===== config.mk =====
export PLATFORM = sky130hd
export DESIGN_NAME = gp_timer
export DESIGN_NICKNAME = d
export VERILOG_FILES = /design/src/rtl/gpt_pkg.sv /design/src/rtl/gpt_prescaler.sv /design/src/rtl/gpt_counter.sv /design/src/rtl/gpt_cmp_bank.sv /design/src/rtl/gp_timer.sv
export SDC_FILE = /design/constraint.sdc
export NUM_CORES = 1
export LEC_CHECK = 0
export BUFFER_PORTS_ARGS = -buffer_cell sky130_fd_sc_hd__buf_2
export CORE_MARGIN = 5
export CORE_UTILIZATION = 28
export DETAILED_ROUTE_END_ITERATION = 16
export PLACE_DENSITY = 0.39
export SKIP_CTS_REPAIR_TIMING = 1
export SLEW_MARGIN = 5
export SYNTH_ARGS = -nofsm -noshare
export SYNTH_HDL_FRONTEND = slang
export SYNTH_SLANG_ARGS = --single-unit

===== constraint.sdc =====
create_clock -name clk -period 3.8 [get_ports clk]
set_input_delay 0.38 -clock clk [delete_from_list [all_inputs] [get_ports clk]]
set_output_delay 0.38 -clock clk [all_outputs]
set_load 0.05 [all_outputs]

===== src/rtl/gpt_pkg.sv =====
package gpt_pkg;
  // register indices (byte address >> 2)
  localparam int IDX_CTRL = 0;
  localparam int IDX_DIV  = 1;
  localparam int IDX_STAT = 2;
  localparam int IDX_MASK = 3;
  localparam int IDX_CMP0 = 4;
  localparam int IDX_CAPA = 7;
  localparam int IDX_CAPB = 8;
  localparam int IDX_CNT  = 9;

  localparam int NCMP     = 3;
  localparam int ST_W     = 6;
  localparam int ROLL_BIT = 5;

  // control bit positions
  localparam int C_EN     = 0;
  localparam int C_RESTRT = 1;
  localparam int C_SRC    = 6;
  localparam int C_FREE   = 9;
  localparam int C_SWR    = 15;

  localparam logic [31:0] CTRL_DROP = 32'h0000_7C14;
endpackage


===== src/rtl/gpt_prescaler.sv =====
module gpt_prescaler #(
  parameter int PRE_W = 12
) (
  input  logic             clk,
  input  logic             rst_n,
  input  logic             clear,
  input  logic             run,
  input  logic [PRE_W-1:0] div,
  output logic             step
);
  logic [PRE_W-1:0] phase;
  logic             at_end;

  assign at_end = (phase >= div);
  assign step   = run && at_end && !clear;

  always_ff @(posedge clk or negedge rst_n) begin
    if (!rst_n)      phase <= '0;
    else if (clear)  phase <= '0;
    else if (run)    phase <= at_end ? '0 : phase + 1'b1;
  end

  AST_PHASE_CLEAR: assert property (@(posedge clk) disable iff (!rst_n)
    clear |=> (phase == '0));
  AST_STEP_SPACING: assert property (@(posedge clk) disable iff (!rst_n)
    (step && div != '0) |=> (!step || div == '0));
endmodule


===== src/rtl/gpt_counter.sv =====
module gpt_counter #(
  parameter int CNT_W = 32
) (
  input  logic             clk,
  input  logic             rst_n,
  input  logic             clear,
  input  logic             step,
  input  logic             free_run,
  input  logic [CNT_W-1:0] limit,
  output logic [CNT_W-1:0] cnt,
  output logic [CNT_W-1:0] nxt,
  output logic             wrapped
);
  localparam logic [CNT_W-1:0] TOP = {CNT_W{1'b1}};

  assign nxt     = (!free_run && cnt == limit) ? '0 : cnt + 1'b1;
  assign wrapped = step && (cnt == TOP);

  always_ff @(posedge clk or negedge rst_n) begin
    if (!rst_n)     cnt <= '0;
    else if (clear) cnt <= '0;
    else if (step)  cnt <= nxt;
  end

  AST_FREE_INC: assert property (@(posedge clk) disable iff (!rst_n)
    (step && free_run && !clear) |=> (cnt == $past(cnt) + 1'b1));
  AST_RESTART_ZERO: assert property (@(posedge clk) disable iff (!rst_n)
    (step && !free_run && !clear && cnt == limit) |=> (cnt == '0));
  AST_HOLD: assert property (@(posedge clk) disable iff (!rst_n)
    (!step && !clear) |=> $stable(cnt));
endmodule


===== src/rtl/gpt_cmp_bank.sv =====
module gpt_cmp_bank #(
  parameter int CNT_W = 32,
  parameter int NCH   = 3
) (
  input  logic                      step,
  input  logic [CNT_W-1:0]          nxt,
  input  logic [CNT_W-1:0]          cnt,
  input  logic [NCH-1:0][CNT_W-1:0] cmp_val,
  input  logic [NCH-1:0]            wr_sel,
  input  logic [CNT_W-1:0]          wr_val,
  output logic [NCH-1:0]            hit
);
  for (genvar i = 0; i < NCH; i++) begin : g_ch
    assign hit[i] = (step && nxt == cmp_val[i]) || (wr_sel[i] && wr_val == cnt);
  end
endmodule


===== src/rtl/gp_timer.sv =====
module gp_timer
  import gpt_pkg::*;
#(
  parameter int CNT_W  = 32,
  parameter int PRE_W  = 12,
  parameter int ADDR_W = 6
) (
  input  logic              clk,
  input  logic              rst_n,
  input  logic              per_tick,
  input  logic              bus_we,
  input  logic [ADDR_W-1:0] bus_addr,
  input  logic [31:0]       bus_wdata,
  output logic [31:0]       bus_rdata,
  output logic              irq
);
  localparam int IDX_W = ADDR_W - 2;
  localparam logic [CNT_W-1:0] CMP_RST = {CNT_W{1'b1}};

  logic [IDX_W-1:0] idx;
  logic [31:0] cr;
  logic [PRE_W-1:0] pr;
  logic [ST_W-1:0] sr, ir, st_set, st_clr;
  logic [NCMP-1:0][CNT_W-1:0] cmp;
  logic [NCMP-1:0] wr_cmp, hit;
  logic [CNT_W-1:0] cnt, nxt;
  logic wr_ctrl, wr_div, wr_stat, wr_mask, swr, restart, clear;
  logic src_on, run, step, wrapped;
  logic [31:0] rd_mux;
  logic unused_bits;

  assign idx         = bus_addr[ADDR_W-1:2];
  assign unused_bits = ^bus_addr[1:0];

  assign wr_ctrl = bus_we && idx == IDX_W'(IDX_CTRL);
  assign wr_div  = bus_we && idx == IDX_W'(IDX_DIV);
  assign wr_stat = bus_we && idx == IDX_W'(IDX_STAT);
  assign wr_mask = bus_we && idx == IDX_W'(IDX_MASK);
  for (genvar i = 0; i < NCMP; i++) begin : g_wsel
    assign wr_cmp[i] = bus_we && idx == IDX_W'(IDX_CMP0 + i);
  end

  assign swr     = wr_ctrl && bus_wdata[C_SWR];
  assign restart = wr_ctrl && !swr && !cr[C_EN] && bus_wdata[C_EN] && bus_wdata[C_RESTRT];
  assign clear   = swr || restart;

  assign src_on = (cr[C_SRC+:3] == 3'd1) || (cr[C_SRC+:3] == 3'd2);
  assign run    = cr[C_EN] && src_on && per_tick;

  gpt_prescaler #(.PRE_W(PRE_W)) u_pre (
    .clk(clk), .rst_n(rst_n), .clear(clear), .run(run), .div(pr), .step(step));

  gpt_counter #(.CNT_W(CNT_W)) u_cnt (
    .clk(clk), .rst_n(rst_n), .clear(clear), .step(step), .free_run(cr[C_FREE]),
    .limit(cmp[0]), .cnt(cnt), .nxt(nxt), .wrapped(wrapped));

  gpt_cmp_bank #(.CNT_W(CNT_W), .NCH(NCMP)) u_cmp (
    .step(step), .nxt(nxt), .cnt(cnt), .cmp_val(cmp), .wr_sel(wr_cmp),
    .wr_val(bus_wdata[CNT_W-1:0]), .hit(hit));

  always_comb begin
    st_set = '0;
    st_set[NCMP-1:0] = hit;
    st_set[ROLL_BIT] = wrapped;
    st_clr = wr_stat ? bus_wdata[ST_W-1:0] : '0;
  end

  always_ff @(posedge clk or negedge rst_n) begin
    if (!rst_n) begin
      cr <= '0; pr <= '0; sr <= '0; ir <= '0;
      for (int i = 0; i < NCMP; i++) cmp[i] <= CMP_RST;
    end else if (swr) begin
      cr <= '0; pr <= '0; sr <= '0; ir <= '0;
      for (int i = 0; i < NCMP; i++) cmp[i] <= CMP_RST;
    end else begin
      if (wr_ctrl) cr <= bus_wdata & ~CTRL_DROP;
      if (wr_div)  pr <= bus_wdata[PRE_W-1:0];
      if (wr_mask) ir <= bus_wdata[ST_W-1:0];
      for (int i = 0; i < NCMP; i++)
        if (wr_cmp[i]) cmp[i] <= bus_wdata[CNT_W-1:0];
      sr <= (sr & ~st_clr) | st_set;
    end
  end

  assign irq = cr[C_EN] && |(sr & ir);

  always_comb begin
    rd_mux = '0;
    case (int'(idx))
      IDX_CTRL: rd_mux = cr;
      IDX_DIV:  rd_mux = 32'(pr);
      IDX_STAT: rd_mux = 32'(sr);
      IDX_MASK: rd_mux = 32'(ir);
      IDX_CMP0, IDX_CMP0 + 1, IDX_CMP0 + 2: rd_mux = 32'(cmp[int'(idx) - IDX_CMP0]);
      IDX_CAPA, IDX_CAPB: rd_mux = '0;
      IDX_CNT:  rd_mux = 32'(cnt);
      default:  rd_mux = '0;
    endcase
  end

  always_ff @(posedge clk or negedge rst_n) begin
    if (!rst_n) bus_rdata <= '0;
    else        bus_rdata <= rd_mux;
  end

  AST_CTRL_DROP: assert property (@(posedge clk) disable iff (!rst_n)
    ((cr & CTRL_DROP) == '0));
  AST_SR_STICKY: assert property (@(posedge clk) disable iff (!rst_n)
    (!wr_stat && !swr) |=> (($past(sr) & ~sr) == '0));
  AST_SWR_CLEARS: assert property (@(posedge clk) disable iff (!rst_n)
    swr |=> (cr == '0 && sr == '0 && ir == '0 && pr == '0 && cnt == '0));
  AST_IRQ_NEEDS_EN: assert property (@(posedge clk) disable iff (!rst_n)
    $fell(cr[C_EN]) |-> !irq);
endmodule


**Yosys cells after proc, flatten, opt, wreduce, memory -nomap -nowiden**

Cells that the tools add are included.

- Register bits after elaboration: 228
- Latch bits: 0
- Bits in writable memories: 0
- Memory bits (read-only): 0
- Bits of input ports: 42
- Output and inout bits: 33
- Word-level logic and storage cells: 101
- Memories: 0

- Add/subtract/negate cells: 3
- Multipliers: 0
- Divide/modulo/power cells: 0
- Order comparisons: 2
- Equal/unequal tests: 15
- Shift-type cells: 0
- Multiplexer cells: 22
- Bitwise logic cells: 4
- Reductions and logical operators: 45

Operators with widths:

| kind | number |
|---|---|
| $mux 32 | 10 |
| $pmux 32 s6 | 1 |
| $eq 32x32->1 | 5 |
| $mux 96 | 1 |
| $bmux 32 s2 | 1 |
| $mux 12 | 5 |
| $add 32x1->32 const B | 1 |
| $eq 32x32->1 const B | 1 |
| $logic_and 1x1->1 | 25 |
| $mux 6 | 4 |
| $reduce_bool 2->1 | 8 |
| $add 12x1->12 const B | 1 |
| $and 6x6->6 | 2 |
| $eq 4x3->1 const B | 3 |
| $ge 12x12->1 | 1 |
| $eq 4x2->1 const B | 2 |
| $not 6->6 | 1 |
| $or 6x6->6 | 1 |
| $reduce_or 6->1 | 1 |
| $logic_or 1x1->1 | 5 |
| $lt 5x4->1 const B | 1 |
| $sub 4x3->5 const B | 1 |
| $eq 4x1->1 const B | 1 |
| $eq 4x4->1 const B | 1 |
| other kinds (5) | 8 |

**Longest topological paths before layout**

- Depth in word-level cells: 15
- Depth in mapped cells: 13
- Gate-level depth less buffers: 11

**By module**

A second synthesis with hierarchy kept.

- Cell total of the unflattened synthesis: 1,528
- Area, all modules: 14,017.2 µm²

Modules (own cells, without submodules):

| module | instances | cells an instance | area an instance (µm²) | seq. area each (µm²) |
|---|---|---|---|---|
| gp_timer | 1 | 891 | 8,759.7 | 4,549.4 |
| gpt_counter | 1 | 354 | 2,811.4 | 800.8 |
| gpt_cmp_bank | 1 | 175 | 1,412.6 | 0.0 |
| gpt_prescaler | 1 | 108 | 1,033.5 | 300.3 |

**Worst setup path before layout**

OpenSTA, ideal clock, no wires.

- Kind: reg-to-reg
- From: reg u_cnt.cnt[1]
- To: reg sr[1]
- Setup time: 95 ps
- Data arrival time: 2,970 ps
- Required time: 3,705 ps
- Slack: 734 ps
- Cell stages (with the launch flop): 13
- Path through: dfrtp_1 > ha_1 > buf_2 > and4_1 > nor2b_2 > and3_1 > buf_4 > xnor2_2 > or4b_1 > a21oi_1 > o221ai_1 > or4_1 > o31ai_1

- Word-level cells in the longest chain between the ends: 8
- Elaborated cells on any way between the ends: 11

RTL lines:

| item | RTL line | text |
|---|---|---|
| start, declared | gpt_counter.sv:10 | `output logic [CNT_W-1:0] cnt,` |
| start signal, assigned | gpt_counter.sv:22 | `else if (step) cnt <= nxt;` |
| branches (longest 5 deep; another with $add 32x1->32) | - |  |
| $logic_or 1x1->1 * | gpt_cmp_bank.sv:14 | `assign hit[i] = (step && nxt == cmp_val[i]) \|\| (wr_sel[i] && wr_val == cnt);` |
| $or 6x6->6 * | gp_timer.sv:81 | `sr <= (sr & ~st_clr) \| st_set;` |
| $mux 6 * | gp_timer.sv:72 | `end else if (swr) begin` |
| end signal, assigned | gp_timer.sv:81 |  |
| end, declared | gp_timer.sv:23 | `logic [ST_W-1:0] sr, ir, st_set, st_clr;` |

Mark *: on every way between the ends.
A chain may end at the register's enable or synchronous reset.

**Worst setup path in the final report**

- From: reg cmp[18] (netlist name)
- To: reg sr[1]

- Word-level cells in the longest chain between the ends: 8

RTL lines:

| item | RTL line | text |
|---|---|---|
| start, declared | gp_timer.sv:24 | `logic [NCMP-1:0][CNT_W-1:0] cmp;` |
| start signal, assigned by index | gp_timer.sv:80 | `if (wr_cmp[i]) cmp[i] <= bus_wdata[CNT_W-1:0];` |
| $eq 32x32->1 | gpt_counter.sv:16 | `assign nxt = (!free_run && cnt == limit) ? '0 : cnt + 1'b1;` |
| $logic_and 1x1->1 | gpt_counter.sv:16 |  |
| $mux 32 | gpt_counter.sv:16 |  |
| $eq 32x32->1 | gpt_cmp_bank.sv:14 |  |
| $logic_and 1x1->1 | gpt_cmp_bank.sv:14 |  |
| $logic_or 1x1->1 | gpt_cmp_bank.sv:14 |  |
| $or 6x6->6 | gp_timer.sv:81 |  |
| $mux 6 | gp_timer.sv:72 |  |

Every way passes these cells.

==> impl_metrics.csv <==
group,metric,value,unit
outcome,run_status,"complete, no violations",
critical_path,critical_path_peak_fanout,26,
critical_path,worstPathRequired,4280,ps
detailed_routing,detailedRoute.firstIterationViolations,1324,
grt,vias_in_the_first_global_route,12700,
place,postPlaceCellArea,15600,um^2
detailed_routing,ant_nets,0,
yosys,synth_largest_type_area_fraction,22.5,%
sta,fmax,278,MHz
critical_path,endpoint_class_of_the_critical_path,"flop",
place,dpl.hpwl,48200,um
sta,finalWorstPathRequiredPeriod,3590,ps
layout,multi_input_comb_area,7630,um^2
sta,finalSetupViolCount,0,
clock_network,cts_tree,"yes",
detailed_routing,post_drt_via_cell_ratio,5.35,
floorplan,core_area,49100,um^2
flow_run,drv.max_cap_violation_count,0,
sta,worst_pin_slew,949,ps
critical_path,critical-path-top-cell-by-count,"sky130_fd_sc_hd__buf_12",
critical_path,critical_path.max_stage_delay,620,ps
layout,n_fill_cell,5214,
floorplan,area_of_the_die,54200,um^2
power_and_ir_drop,cellLeakagePower,7.29,nW
sta,totalNegativeSetupSlack,0,ps
detailed_routing,wl_per_cell,26.6,um
layout,final_area,16600,um^2
grt,maximum_number_of_pins_on_one_net_before_global_route_repair,85,
sta,worst_hold_slack,61.9,ps
clock_network,cts.sinks,221,
yosys,syn_nets,1695,
floorplan,row_count,81,
yosys,post_synth_num_cell_types,75,
grt,antenna_found_initial,2,
yosys,yosysSeqAreaShare,40.7,%
yosys,synthDominantAreaCellType,"sky130_fd_sc_hd__dfrtp_1",
critical_path,critical_path_arrival,4070,ps
place,place_congestion,0.951,
clock_network,clock_tree.buffer_depth,3,
detailed_routing,post_route_drc_violation_count,0,
layout,layout.nets,1794,
grt,grtUsageTotal,23.5,%
critical_path,cp_cell_sequence,"xor2_1 > nor4_2 > nand4_2 > nor3_4 > buf_12 > buf_12 > a21oi_1 > nor3_1 > o221ai_1 > or4_1 > o31ai_1",
detailed_routing,detailedRoute.firstPassIterationCount,5,
yosys,synthArstFlopShare,100,%
yosys,postSynth.topFlopCell,"sky130_fd_sc_hd__dfrtp_1",
layout,layout.cells.most_common_list,"306 x sky130_fd_sc_hd__nand2_1, 125 x sky130_fd_sc_hd__o21ai_0, 125 x sky130_fd_sc_hd__dfrtp_1",
clock_network,clockRootBuffer,"sky130_fd_sc_hd__clkbuf_16",
yosys,synth.yosys.warnings,0,
detailed_routing,via_count,13000,
yosys,ys_ff_latch,221,
sta,finalHoldViolCount,0,
grt,grt_first_pass_wirelength,94000,um
floorplan,ios,75,
critical_path,setup_crit_path_kind,"flop to flop",
grt,global_route_overflow,0,
yosys,synth_area_per_cell,8.48,um^2
yosys,synth.top_cells.by_area,"sky130_fd_sc_hd__dfrtp_1 23%, sky130_fd_sc_hd__dfstp_2 18%, sky130_fd_sc_hd__nand2_1 8.3%",
yosys,synth_edf_count,0,
floorplan,fp.dieW,233,um
floorplan,start_util,28.3,%
clock_network,clkTransAtPathRegs,60,ps
place,io_buffers,72,
yosys,netlist_area,13900,um^2
power_and_ir_drop,irDropWorstVdd,0.302,mV
sta,maxSlewHeadroom,36.7,%
critical_path,crit_slowest_cell,"sky130_fd_sc_hd__or4_1",
layout,layout.cells.most_common,"sky130_fd_sc_hd__nand2_1",
min_path,hold_path_class,"input port to flop",
clock_network,htree_levels,1,
layout,post_route_cells_drive_above_1_share,21.5,%
layout,area_growth_syn_to_layout,19.5,%
sta,skew,38.7,ps
clock_network,cts_inserted_buffers,29,
critical_path,startpoint_type,"flop",
floorplan,die-height,233,um
clock_network,worstSkewPairLatency,590,ps
sta,final_max_slew_viol_count,0,
detailed_routing,post_route_wl,64700,um
sta,timing.final.crit_share,94.5,%
sta,rsz_0062_raised_after_global_routing,"false",
power_and_ir_drop,power.density_cell_area,503,nW/um^2
yosys,syn_inst,1639,
layout,register_area,5650,um^2
-- routing by layer --
metal | routed length, um | up-vias | global-route usage (%)
met5 | 0 | - | 0
met4 | 1240 | 0 | 4.60
met3 | 3420 | 68 | 3.28
met2 | 29100 | 364 | 36.9
met1 | 30900 | 6542 | 34.7
li1 | - | 6003 | -
-- synth_stat cells (all sizes together) (9+ instances only) --
cell,instances
a22oi,30
o21ai,125
nand3,122
ha,14
o22ai,15
nor4b,11
and3,26
dfrtp,125
a222oi,12
o32a,9
o32ai,10
a22o,14
buf,43
clkbuf,85
mux2i,39
xor2,85
inv,30
a31oi,16
xnor2,51
dfstp,96
nor2,91
nor3,25
nand2,307
nand2b,30
nor2b,9
nand4,22
nor4,27
a21oi,79
o211ai,12
-- through the flow --
step,worst slack (ps),instances,power (mW),utilization (%)
floorplan,734,1639,4.44,-
global placement,221,2370,5.38,31.7
detailed placement,241,2370,5.41,31.7
CTS,215,2424,8.42,33.8
global route,0.769,2425,8.76,33.8
finish,208,2427,8.35,33.8
-- area by class of cell --
type                            instances  area share (%)
Timing Repair Buffer                  196            8.15
Clock buffer                           42            5.09
Inverter                               30           0.678
Antenna cell                            2          0.0301
Multi-Input combinational cell       1260            46.0
Sequential cell                       221            34.0
Clock inverter                         12            1.06
Tap cell                              664            5.00
-- path summary, 6_finish.rpt --
check,cells past startpoint,slack [ps],to,from
min,3,60,cmp[14]$_DFFE_PN1P_,bus_wdata[14]
max in group asynchronous,3,2410,cmp[37]$_DFFE_PN1P_,rst_n
min in group asynchronous,2,460,cr[23]$_DFFE_PN0P_,rst_n
max reg2reg,11,210,sr[1]$_DFF_PN0_,cmp[18]$_DFFE_PN1P_
min reg2reg,2,480,cr[17]$_DFFE_PN0P_,cr[17]$_DFFE_PN0P_
max,11,210,sr[1]$_DFF_PN0_,cmp[18]$_DFFE_PN1P_
-- logic make-up after synthesis --
kind of cell,after synthesis,share of synthesized area [%]
adder cells (fa/ha/maj),14,1.26
XOR/XNOR,136,8.79
flip-flops,221,40.7
multiplexers,40,2.89
AND/OR/NAND/NOR,708,25.0
buffers and inverters,158,4.83
AO/OA/AOI/OAI,362,16.5
-- worst max-delay path: cells and delay by family, from the launching register on --
kind / cells / cell delay, ps
AO/OA/AOI/OAI: 3 / 550
XOR/XNOR: 1 / 190
flip-flops: 1 / 540
AND/OR/NAND/NOR: 5 / 1850
buffers and inverters: 2 / 350
-- registers in the layout, summed over array words and instances, names as in the netlist --
name,cells
bus_rdata,32
sr,6
pr,12
cmp,96
u_cnt.cnt,32
cr,25
u_pre.phase,12
ir,6
-- power by group --
part	leakage, nW	total, mW	switching, mW	internal, mW
Clock	0.492	2.97	1.16	1.81
Combinational	4.09	1.82	1.10	0.718
Sequential	2.70	3.57	0.620	2.95
Total	7.29	8.35	2.88	5.47
Note: power is estimated with default switching activity, not from simulation.
